[src/rtl/cmpcr_pkg.sv]
package cmpcr_pkg;

    localparam int FLDW = 4;

    typedef enum logic [2:0] {
        OP_SREG  = 3'd0,
        OP_UREG  = 3'd1,
        OP_SIMM  = 3'd2,
        OP_UIMM  = 3'd3,
        OP_RANGE = 3'd4,
        OP_EQB   = 3'd5,
        OP_RSV6  = 3'd6,
        OP_RSV7  = 3'd7
    } cmp_op_e;

    typedef struct packed {
        logic lt;
        logic gt;
        logic eq;
        logic so;
    } crfld_t;

    function automatic logic op_signed(cmp_op_e op);
        return (op == OP_SREG) || (op == OP_SIMM);
    endfunction

    function automatic logic op_uses_imm(cmp_op_e op);
        return (op == OP_SIMM) || (op == OP_UIMM);
    endfunction

    function automatic logic op_is_byte(cmp_op_e op);
        return (op == OP_RANGE) || (op == OP_EQB);
    endfunction

    function automatic logic op_writes(cmp_op_e op);
        return (op != OP_RSV6) && (op != OP_RSV7);
    endfunction

endpackage

[src/rtl/cmpcr_opnd.sv]
module cmpcr_opnd
    import cmpcr_pkg::*;
#(
    parameter int XLEN = 64,
    parameter int IMMW = 16
) (
    input  cmp_op_e          op,
    input  logic [XLEN-1:0]  opa,
    input  logic [XLEN-1:0]  opb,
    input  logic [IMMW-1:0]  imm,
    input  logic             wide,
    output logic [XLEN-1:0]  a,
    output logic [XLEN-1:0]  b,
    output logic             sgn
);
    localparam int HALF = XLEN / 2;

    logic [XLEN-1:0] imm_ext;
    logic [XLEN-1:0] src_b;

    always_comb begin
        sgn     = op_signed(op);
        imm_ext = sgn ? {{(XLEN-IMMW){imm[IMMW-1]}}, imm}
                      : {{(XLEN-IMMW){1'b0}}, imm};
        src_b   = op_uses_imm(op) ? imm_ext : opb;
        if (wide) begin
            a = opa;
            b = src_b;
        end else begin
            a = {{HALF{sgn & opa[HALF-1]}}, opa[HALF-1:0]};
            b = {{HALF{sgn & src_b[HALF-1]}}, src_b[HALF-1:0]};
        end
    end
endmodule

[src/rtl/cmpcr_rel.sv]
module cmpcr_rel
    import cmpcr_pkg::*;
#(
    parameter int XLEN = 64
) (
    input  logic [XLEN-1:0] a,
    input  logic [XLEN-1:0] b,
    input  logic            sgn,
    input  logic            so,
    output crfld_t          res
);
    logic less;
    logic same;

    always_comb begin
        same   = (a == b);
        less   = sgn ? ($signed(a) < $signed(b)) : (a < b);
        res.lt = less;
        res.gt = !less && !same;
        res.eq = same;
        res.so = so;
    end
endmodule

[src/rtl/cmpcr_byte.sv]
module cmpcr_byte
    import cmpcr_pkg::*;
#(
    parameter int XLEN = 64
) (
    input  cmp_op_e         op,
    input  logic [XLEN-1:0] opa,
    input  logic [XLEN-1:0] opb,
    input  logic            wide,
    output crfld_t          res
);
    localparam int NB = XLEN / 8;

    logic [7:0]    key;
    logic [NB-1:0] hit;
    logic          in_a;
    logic          in_b;
    logic          match;

    assign key = opa[7:0];

    for (genvar i = 0; i < NB; i++) begin : g_lane
        assign hit[i] = (opb[8*i +: 8] == key);
    end

    always_comb begin
        in_a  = (key >= opb[8*(NB-2) +: 8]) && (key <= opb[8*(NB-1) +: 8]);
        in_b  = (key >= opb[8*(NB-4) +: 8]) && (key <= opb[8*(NB-3) +: 8]);
        match = (op == OP_EQB) ? (|hit) : (in_a || (wide && in_b));
        res    = '0;
        res.gt = match;
    end
endmodule

[src/rtl/cmpcr_unit.sv]
module cmpcr_unit
    import cmpcr_pkg::*;
#(
    parameter int XLEN = 64,
    parameter int IMMW = 16,
    parameter int NFLD = 8,
    localparam int FIDXW = $clog2(NFLD),
    localparam int CRW   = NFLD * FLDW
) (
    input  logic             clk,
    input  logic             rst,
    input  logic             valid_i,
    input  logic [2:0]       op_i,
    input  logic [XLEN-1:0]  opa_i,
    input  logic [XLEN-1:0]  opb_i,
    input  logic [IMMW-1:0]  imm_i,
    input  logic             wide_i,
    input  logic [FIDXW-1:0] fld_i,
    input  logic             so_i,
    output logic [CRW-1:0]   cr_o
);
    cmp_op_e         op;
    logic [XLEN-1:0] a_w;
    logic [XLEN-1:0] b_w;
    logic            sgn_w;
    crfld_t          rel_res;
    crfld_t          byte_res;
    crfld_t          nib;
    logic            wr;
    logic [CRW-1:0]  cr_q;
    logic [CRW-1:0]  cr_d;

    assign op = cmp_op_e'(op_i);

    cmpcr_opnd #(.XLEN(XLEN), .IMMW(IMMW)) u_opnd (
        .op   (op),
        .opa  (opa_i),
        .opb  (opb_i),
        .imm  (imm_i),
        .wide (wide_i),
        .a    (a_w),
        .b    (b_w),
        .sgn  (sgn_w)
    );

    cmpcr_rel #(.XLEN(XLEN)) u_rel (
        .a   (a_w),
        .b   (b_w),
        .sgn (sgn_w),
        .so  (so_i),
        .res (rel_res)
    );

    cmpcr_byte #(.XLEN(XLEN)) u_byte (
        .op   (op),
        .opa  (opa_i),
        .opb  (opb_i),
        .wide (wide_i),
        .res  (byte_res)
    );

    assign nib = op_is_byte(op) ? byte_res : rel_res;
    assign wr  = valid_i && op_writes(op);

    for (genvar f = 0; f < NFLD; f++) begin : g_fld
        assign cr_d[CRW-1-FLDW*f -: FLDW] =
            (wr && (fld_i == FIDXW'(f))) ? nib : cr_q[CRW-1-FLDW*f -: FLDW];
    end

    always_ff @(posedge clk) begin
        if (rst) cr_q <= '0;
        else     cr_q <= cr_d;
    end

    assign cr_o = cr_q;
endmodule

[config.mk]
export PLATFORM = sky130hd
export DESIGN_NAME = cmpcr_unit
export DESIGN_NICKNAME = d
export VERILOG_FILES = /design/src/rtl/cmpcr_pkg.sv /design/src/rtl/cmpcr_opnd.sv /design/src/rtl/cmpcr_rel.sv /design/src/rtl/cmpcr_byte.sv /design/src/rtl/cmpcr_unit.sv
export SDC_FILE = /design/constraint.sdc
export NUM_CORES = 1
export LEC_CHECK = 0
export CORE_MARGIN = 2
export CORE_UTILIZATION = 36
export CTS_BUF_LIST = sky130_fd_sc_hd__clkbuf_16
export DETAILED_ROUTE_END_ITERATION = 6
export PLACE_DENSITY = 0.68
export RECOVER_POWER = 25
export SYNTH_ARGS = -nofsm -noshare
export SYNTH_HDL_FRONTEND = slang
export SYNTH_SLANG_ARGS = --single-unit
[constraint.sdc]
create_clock -name clk -period 3.7 [get_ports clk]
set_input_delay 0.37 -clock clk [delete_from_list [all_inputs] [get_ports clk]]
set_output_delay 0.37 -clock clk [all_outputs]
set_load 0.01 [all_outputs]
==> results by group, run 1 <==
Yosys
  – Syn avg cell area: 7.544 sq um
  – Cells after Synth: 653
  – Syn Nets: 904
  – Post-Synthesis Cell Area: 0.004926 sq mm
  – Simple-gate share of the synthesized area: 15.52%
  – Post-Synth Adder-Cell Area: 24.38%
  – Largest family of logic cells by synthesized area: compound AO/OA/AOI/OAI gates
  – Sequential share of the synthesized area: 13.00%
  – Compound-Gate Fraction of Synth Area: 26.70%
  – Syn. warnings: 0
  – Multiplexer share of the synthesized area: 6.528%
  – Xor/xnor share of the synthesized area: 6.020%
  – Synth Register Bits: 32
  – Synth unique cells: 39

Power
  – Comb pwr share: 52.8%
  – Sw frac: 33.54%
  – Flop pwr share: 20.9%
  – LEAKAGE: 3.503 nW
  – Power Dens Cells: 218.2 mW/mm^2
  – Clk pwr share: 26.4%
  – Peak supply drop: 0.1714 mV
  – Switching Power: 571.4 uW
  – P_int: 1.132 mW

Placed design
  – Inst Count DP: 1025
  – Detailed placer's ending HPWL: 14610 um
  – PortBufs: 186
  – Gp weighted congestion: 0.9255
  – Area after DPL: 0.007249 sq mm

STA
  – Worst-margin pin slew: 1.014 ns
  – Clock Skew: 0 ns
  – Worst hold margin: 0.4910 ns
  – Setup violators final: 0
  – Tcrit/Tclk final: 98.29%
  – Hold Vio Cnt, Final: 0
  – Max frequency: 275.0 MHz
  – Slew HR: 31.89%
  – Tmin final: 3.637 ns
  – Pins Over Slew Limit: 0
  – Setup TNS: 0 ns

CTS
  – Clk sinks: 32
  – Root Buffer Master: clkbuf_16
  – Clock transition at path regs: 0.05 ns
  – CTS buffer count: 5
  – CTS tree: done
  – Clk_lat worst skew: 0.27 ns
  – Max H-tree Level: 2
  – Longest Clk Path Bufs: 2
  – Hold_buf cts: 0

GRT
  – Antenna violations before repair: 0
  – Largest net degree at the start of global routing: 49
  – Vias in the first global route: 5709
  – GRT Total Usage: 23.75%
  – First-pass GRT wire length: 28270 um
  – GR Overflow Total: 0

Finish
  – Final Instance Area: 0.007809 sq mm
  – Non-filler cells, final: 1046
  – Post-layout util: 58.73%
  – Fillcell total: 1167
  – Share of layout cells above drive strength 1: 11.61%
  – Max reg flops: 32
  – Antenna cell count: 0
  – Synth-to-layout area growth: 58.52%
  – Layout Nets: 1120

Worst setup path
  – Slowest-stage cell, CP: nor4_4
  – Worst R2R Setup Slack: 2.92 ns
  – Crit path top cell by count: o21ai_2
  – Reg-to-reg startpoint: cr_o[23]
  – WP buf/inv: 5
  – Critical Path AT: 3.83 ns
  – Cell Chain, Critical Path: clkdlybuf4s15_1 > inv_1 > o21ai_2 > o21ai_2 > nor3_2 > nor2_4 > clkbuf_16 > a21o_1 > ha_1 > nand4_1 > nor4_4 > o311a_1 > o31ai_2 > buf_4 > a2111oi_4 > a211oi_4 > buf_12 > a211oi_2
  – Worst Setup Start Kind: input pin
  – Crit path required time: 3.90 ns
  – R2R Path End: cr_o[23]
  – WS Path Type: in2reg
  – Critical Path Stages: 18
  – Worst Reg-to-Reg Cells: 2
  – Delay-heaviest family, CP: compound AO/OA/AOI/OAI gates
  – Maximum net fanout on the critical path: 8
  – Crit. End Element: flip-flop
  – Max stage delay on crit path: 0.46 ns

Floorplan
  – IO Pins: 187
  – Die ar.: 0.01464 sq mm
  – Row Count: 42
  – Initial core utilization: 37.05%
  – Die Ht: 121.0 um
  – Core area: 0.01330 sq mm
  – Die X-Extent: 121.0 um

Min path
  – Hold_sp: cr_o[13]
  – Hold depth: 2
  – Endpoint of the worst hold path: cr_o[13]
  – Hold Path Class: reg2reg

Outcome
  – Status: finished with violations
  – Failing checks: DRC

Route
  – Vias per std cell: 5.452
  – Post-route ant nets: 0
  – Routed WL per cell: 17.68 um
  – Pre-antenna DRT Iters: 7
  – Residual DRC: 1
  – Final WL: 18490 um
  – Iter 0 DRT Violations: 371
  – Vias: 5703

Run
  – Reported max-cap violation count: 0
==> power by group through the flow <==
| stage | combinational [mW] | sequential, mW | clock, mW |
|---|---|---|---|
| after floorplan | 0.434 | 0.364 | 0 |
| after global placement | 0.771 | 0.362 | 0 |
| after detailed placement | 0.800 | 0.362 | 0 |
| after CTS | 0.845 | 0.356 | 0.453 |
| after global routing | 0.988 | 0.355 | 0.468 |
| final | 0.899 | 0.355 | 0.449 |
==> synth_stat cells <==
library cell / instances / area (sq um)
mux2_2: 1 / 11.26
xnor2_1: 16 / 140.1
nand3_1: 8 / 40.04
buf_1: 1 / 3.750
nor3_1: 10 / 50.05
a2bb2oi_1: 2 / 17.52
o21a_1: 3 / 22.52
xor2_1: 16 / 140.1
o21ai_0: 58 / 290.3
a21oi_1: 71 / 355.3
a211oi_1: 12 / 90.09
a21o_1: 42 / 315.3
clkbuf_1: 30 / 112.6
nand4_4: 1 / 21.27
o32ai_1: 8 / 70.07
nor4_1: 8 / 50.05
nand3b_1: 1 / 7.510
inv_1: 72 / 270.3
o31ai_1: 2 / 15.01
o311a_1: 4 / 40.04
nand4_1: 22 / 137.6
xnor2_2: 1 / 16.27
ha_1: 96 / 1201
nor2_1: 46 / 172.7
a31oi_1: 1 / 6.260
mux2i_1: 31 / 310.3
nor4_4: 2 / 42.54
a211oi_4: 1 / 20.02
nand4_2: 3 / 37.54
a2111oi_4: 1 / 27.53
a22oi_1: 1 / 7.510
and2_2: 1 / 7.510
a21boi_0: 2 / 15.01
dfxtp_1: 32 / 640.6
or3_1: 1 / 6.260
nand2_1: 31 / 116.4
o211ai_1: 3 / 22.52
nor2b_1: 6 / 37.54
nand2b_1: 6 / 37.54
==> layout make-up <==
class                           instances  area [sq um]  share of cell area [%]
Clock buffer                            5         125.1                   1.602
Clock inverter                          3         38.79                  0.4967
Inverter                               72         270.3                   3.461
Multi-Input combinational cell        518          4154                   53.20
Sequential cell                        32         640.6                   8.204
Tap cell                              176         220.2                   2.820
Timing Repair Buffer                  240          2360                   30.22
==> worst max-delay path by stage <==
stage,from,end,slack (ns)
after detailed placement,op_i[2],cr_o[30],-0.42
final,imm_i[15],cr_o[22],0.06
after CTS,op_i[1],cr_o[30],-0.09
after global routing,imm_i[15],cr_o[22],-0.06
after global placement,imm_i[15],cr_o[30],-0.30
after floorplan,op_i[1],cr_o[30],0.25
==> stage by stage <==
step	total power, mW	setup slack (ns)
floorplan	0.7977	0.2487
global placement	1.133	-0.2997
detailed placement	1.163	-0.4244
CTS	1.654	-0.08653
global route	1.812	-0.06264
finish	1.704	0.06340
==> placed cells by master, fill, tap and decap left out, types with 22 or more instances in the layout <==
master           netlist  routed
nand4_1               22      22
dfxtp_1               32      32
o21ai_0               58      56
nand2_1               31      31
ha_1                  96      85
inv_1                 72      73
mux2i_1               31      31
clkdlybuf4s50_1        0     164
buf_4                  0      45
a21o_1                42      42
a21oi_1               71      70
nor2_1                46      45
==> repair_timing <==
item,4_1_cts,5_1_grt
cloned,0,2
buffers inserted,4,9
gates resized for setup,18,25
pin swaps,9,15
setup endpoints to repair,16,22
endpoints found under the hold margin,0,0
==> logic make-up (layout without fill, tap and decap cells) <==
| kind of cell | after synthesis | count (layout) |
|---|---|---|
| fa+ha+maj | 96 | 96 |
| simple gates | 146 | 146 |
| compound gates | 211 | 211 |
| buf+inv | 103 | 320 |
| mux | 32 | 32 |
| flops | 32 | 32 |
| xor+xnor | 33 | 33 |
==> routing by layer <==
layer / vias to the layer above / part of all wire, % / GRT usage [%]
li1: 2788 / - / -
met1: 2667 / 42 / 29.54
met2: 220 / 49 / 43.26
met3: 28 / 6.9 / 3.148
met4: 0 / 1.8 / 5.160
met5: - / 0 / 0
==> worst register-to-register path, stage by stage, from the launching register on <==
cell and delay (ns):
dfxtp_1 0.34, inv_1 0.05, o32ai_1 0.29
(Power assumes the default switching activity.)
==> run 2: changes to the inputs <==
Settings changed: PLACE_DENSITY 0.68 to 0.7.
Clock period 3.7 ns to 2.9 ns, I/O delays scaled along.
==> run 2 against run 1 <==
Against the previous run:
- the run ends with setup timing left
- die area unchanged
- utilization up 4.1 points
- critical path depth unchanged
==> results by group, run 2 (synthesis results as in run 1) <==
Min path
  – Hold Path Class: reg2reg
  – Hold_sp: cr_o[15]

STA
  – Tcrit/Tclk final: 112.1%
  – Worst-margin pin slew: 0.6292 ns
  – RSZ-0062 raised after global routing: yes
  – Pins Over Slew Limit: 0
  – Worst hold margin: 0.4730 ns
  – Hold Vio Cnt, Final: 0
  – Slew HR: 57.90%
  – Clock Skew: 0 ns
  – Final WS setup: -0.3515 ns
  – Setup violators final: 16
  – Max frequency: 307.6 MHz
  – Tmin final: 3.251 ns

Outcome
  – Failing checks: setup timing
  – Status: finished with violations

Power
  – Flop pwr share: 20.0%
  – Power Dens Cells: 270.0 mW/mm^2
  – Sw frac: 33.20%
  – Comb pwr share: 53.7%
  – Peak supply drop: 0.2020 mV
  – LEAKAGE: 3.786 nW
  – Switching Power: 748.7 uW
  – Tot Pwr: 2.255 mW
  – Clk pwr share: 26.2%
  – P_int: 1.506 mW

CTS
  – Clk sinks: 32
  – CTS tree: done
  – Clock transition at path regs: 0.05 ns
  – Hold_buf cts: 0
  – Longest Clk Path Bufs: 2
  – Clk_lat worst skew: 0.28 ns
  – Root Buffer Master: clkbuf_16
  – CTS buffer count: 5
  – Max H-tree Level: 2

Finish
  – Fillcell total: 1154
  – Synth-to-layout area growth: 69.52%
  – Post-layout util: 62.81%
  – Max reg flops: 32
  – Most common cell after layout, fill and taps aside: clkdlybuf4s50_1
  – Layout Nets: 1185
  – FF+latch area: 640.6 sq um
  – Share of layout cells above drive strength 1: 18.07%
  – Multi-input logic area: 0.004178 sq mm
  – Most frequent cells in the layout: 169 x clkdlybuf4s50_1, 109 x buf_4, 86 x ha_1
  – Non-filler cells, final: 1111
  – Antenna cell count: 0

Worst setup path
  – Critical Path AT: 3.45 ns
  – Worst Setup Start Kind: input pin
  – WS Path Type: in2reg
  – Crit. End Element: flip-flop
  – Crit path required time: 3.10 ns
  – Reg-to-reg startpoint: cr_o[31]
  – Maximum net fanout on the critical path: 11
  – Critical Path Start: op_i[1]

Route
  – Vias: 5727
  – Final WL: 17980 um
  – Routed WL per cell: 16.18 um
  – Residual DRC: 0
  – Pre-antenna DRT Iters: 5
  – Post-route ant nets: 0
  – Vias per std cell: 5.155
  – Iter 0 DRT Violations: 287

Floorplan
  – Core area: 0.01330 sq mm
  – Row Count: 42
  – Die ar.: 0.01464 sq mm
  – Die Ht: 121.0 um
  – IO Pins: 187
  – Initial core utilization: 37.05%
  – Die X-Extent: 121.0 um

GRT
  – Antenna violations before repair: 0
  – GR Overflow Total: 0
  – Vias in the first global route: 5671
  – Largest net degree at the start of global routing: 66
  – First-pass GRT wire length: 27810 um
  – GRT Total Usage: 23.89%

Run
  – Reported max-cap violation count: 0

Placed design
  – Gp weighted congestion: 0.8936
  – PortBufs: 186
  – Detailed placer's ending HPWL: 14250 um
  – Inst Count DP: 1092
## run 2: cell count changes in the layout (fill, tap and decap cells not counted), moves of 2 or more
cell             change
buf_4               +64
dlymetal6s2s_1       -3
clkdlybuf4s50_1      +5
dlygate4sd3_1        -6
a211oi_1             +5
a211oi_2             -5
buf_6                +3
buf_16               +2
## run 2: critical path, cell delays in order
cell and delay (ns):
buf_6 0.09, nor2b_4 0.13, o21ai_2 0.07, o21ai_2 0.09, nor3_2 0.18, nor2_4 0.12, buf_16 0.16, a21o_1 0.19
ha_4 0.29, nand4_4 0.13, nor4_4 0.36, buf_4 0.18, o311a_4 0.20, o31ai_4 0.08, a2111oi_4 0.41, a211oi_4 0.07
buf_4 0.18, a211oi_1 0.22
## run 2: worst paths after layout
kind / to / slack [ns] / cells after the start
worst min-delay path: cr_o[15] / 0.47 / 2
worst max register to register: cr_o[31] / 2.14 / 2
worst max-delay path: cr_o[30] / -0.35 / 18
worst min register to register: cr_o[15] / 0.47 / 2
## run 2: metal layers
layer / vias up / track usage, % / routed length [um]
met2: 200 / 41.61 / 8269
met3: 32 / 3.759 / 1194
met5: - / 0 / 0
met1: 2570 / 30.21 / 8017
li1: 2925 / - / -
met4: 0 / 7.049 / 495
## run 2: repair_timing
item / CTS / global route
pin swaps: 15 / 13
gates cloned: 3 / 0
setup buffers: 6 / 4
gates resized for setup: 40 / 8
endpoints found under the setup margin: 24 / 24
## run 2: area by class of cell
class                           instances  area share (%)
Sequential cell                        32           7.672
Multi-Input combinational cell        518           50.03
Tap cell                              176           2.637
Clock buffer                            5           1.498
Timing Repair Buffer                  305           34.42
Inverter                               72           3.236
Clock inverter                          3          0.5094
## run 2: metrics by stage
stage                     instance area, sq um  setup slack (ns)  TNS [ns]
after floorplan                           5041           -0.2010    -2.516
after global placement                    7848           -0.9678    -20.00
after detailed placement                  7848           -0.9912    -20.30
after CTS                                 8245           -0.3066    -3.571
after global routing                      8351           -0.5396    -7.201
final                                     8351           -0.3515    -3.867
## run 2: power groups by stage
stage / logic (mW) / clock network, mW / registers, mW
finish: 1.21 / 0.592 / 0.452
floorplan: 0.586 / 0 / 0.464
global route: 1.33 / 0.627 / 0.452
global placement: 1.10 / 0 / 0.461
CTS: 1.17 / 0.600 / 0.452
detailed placement: 1.12 / 0 / 0.461
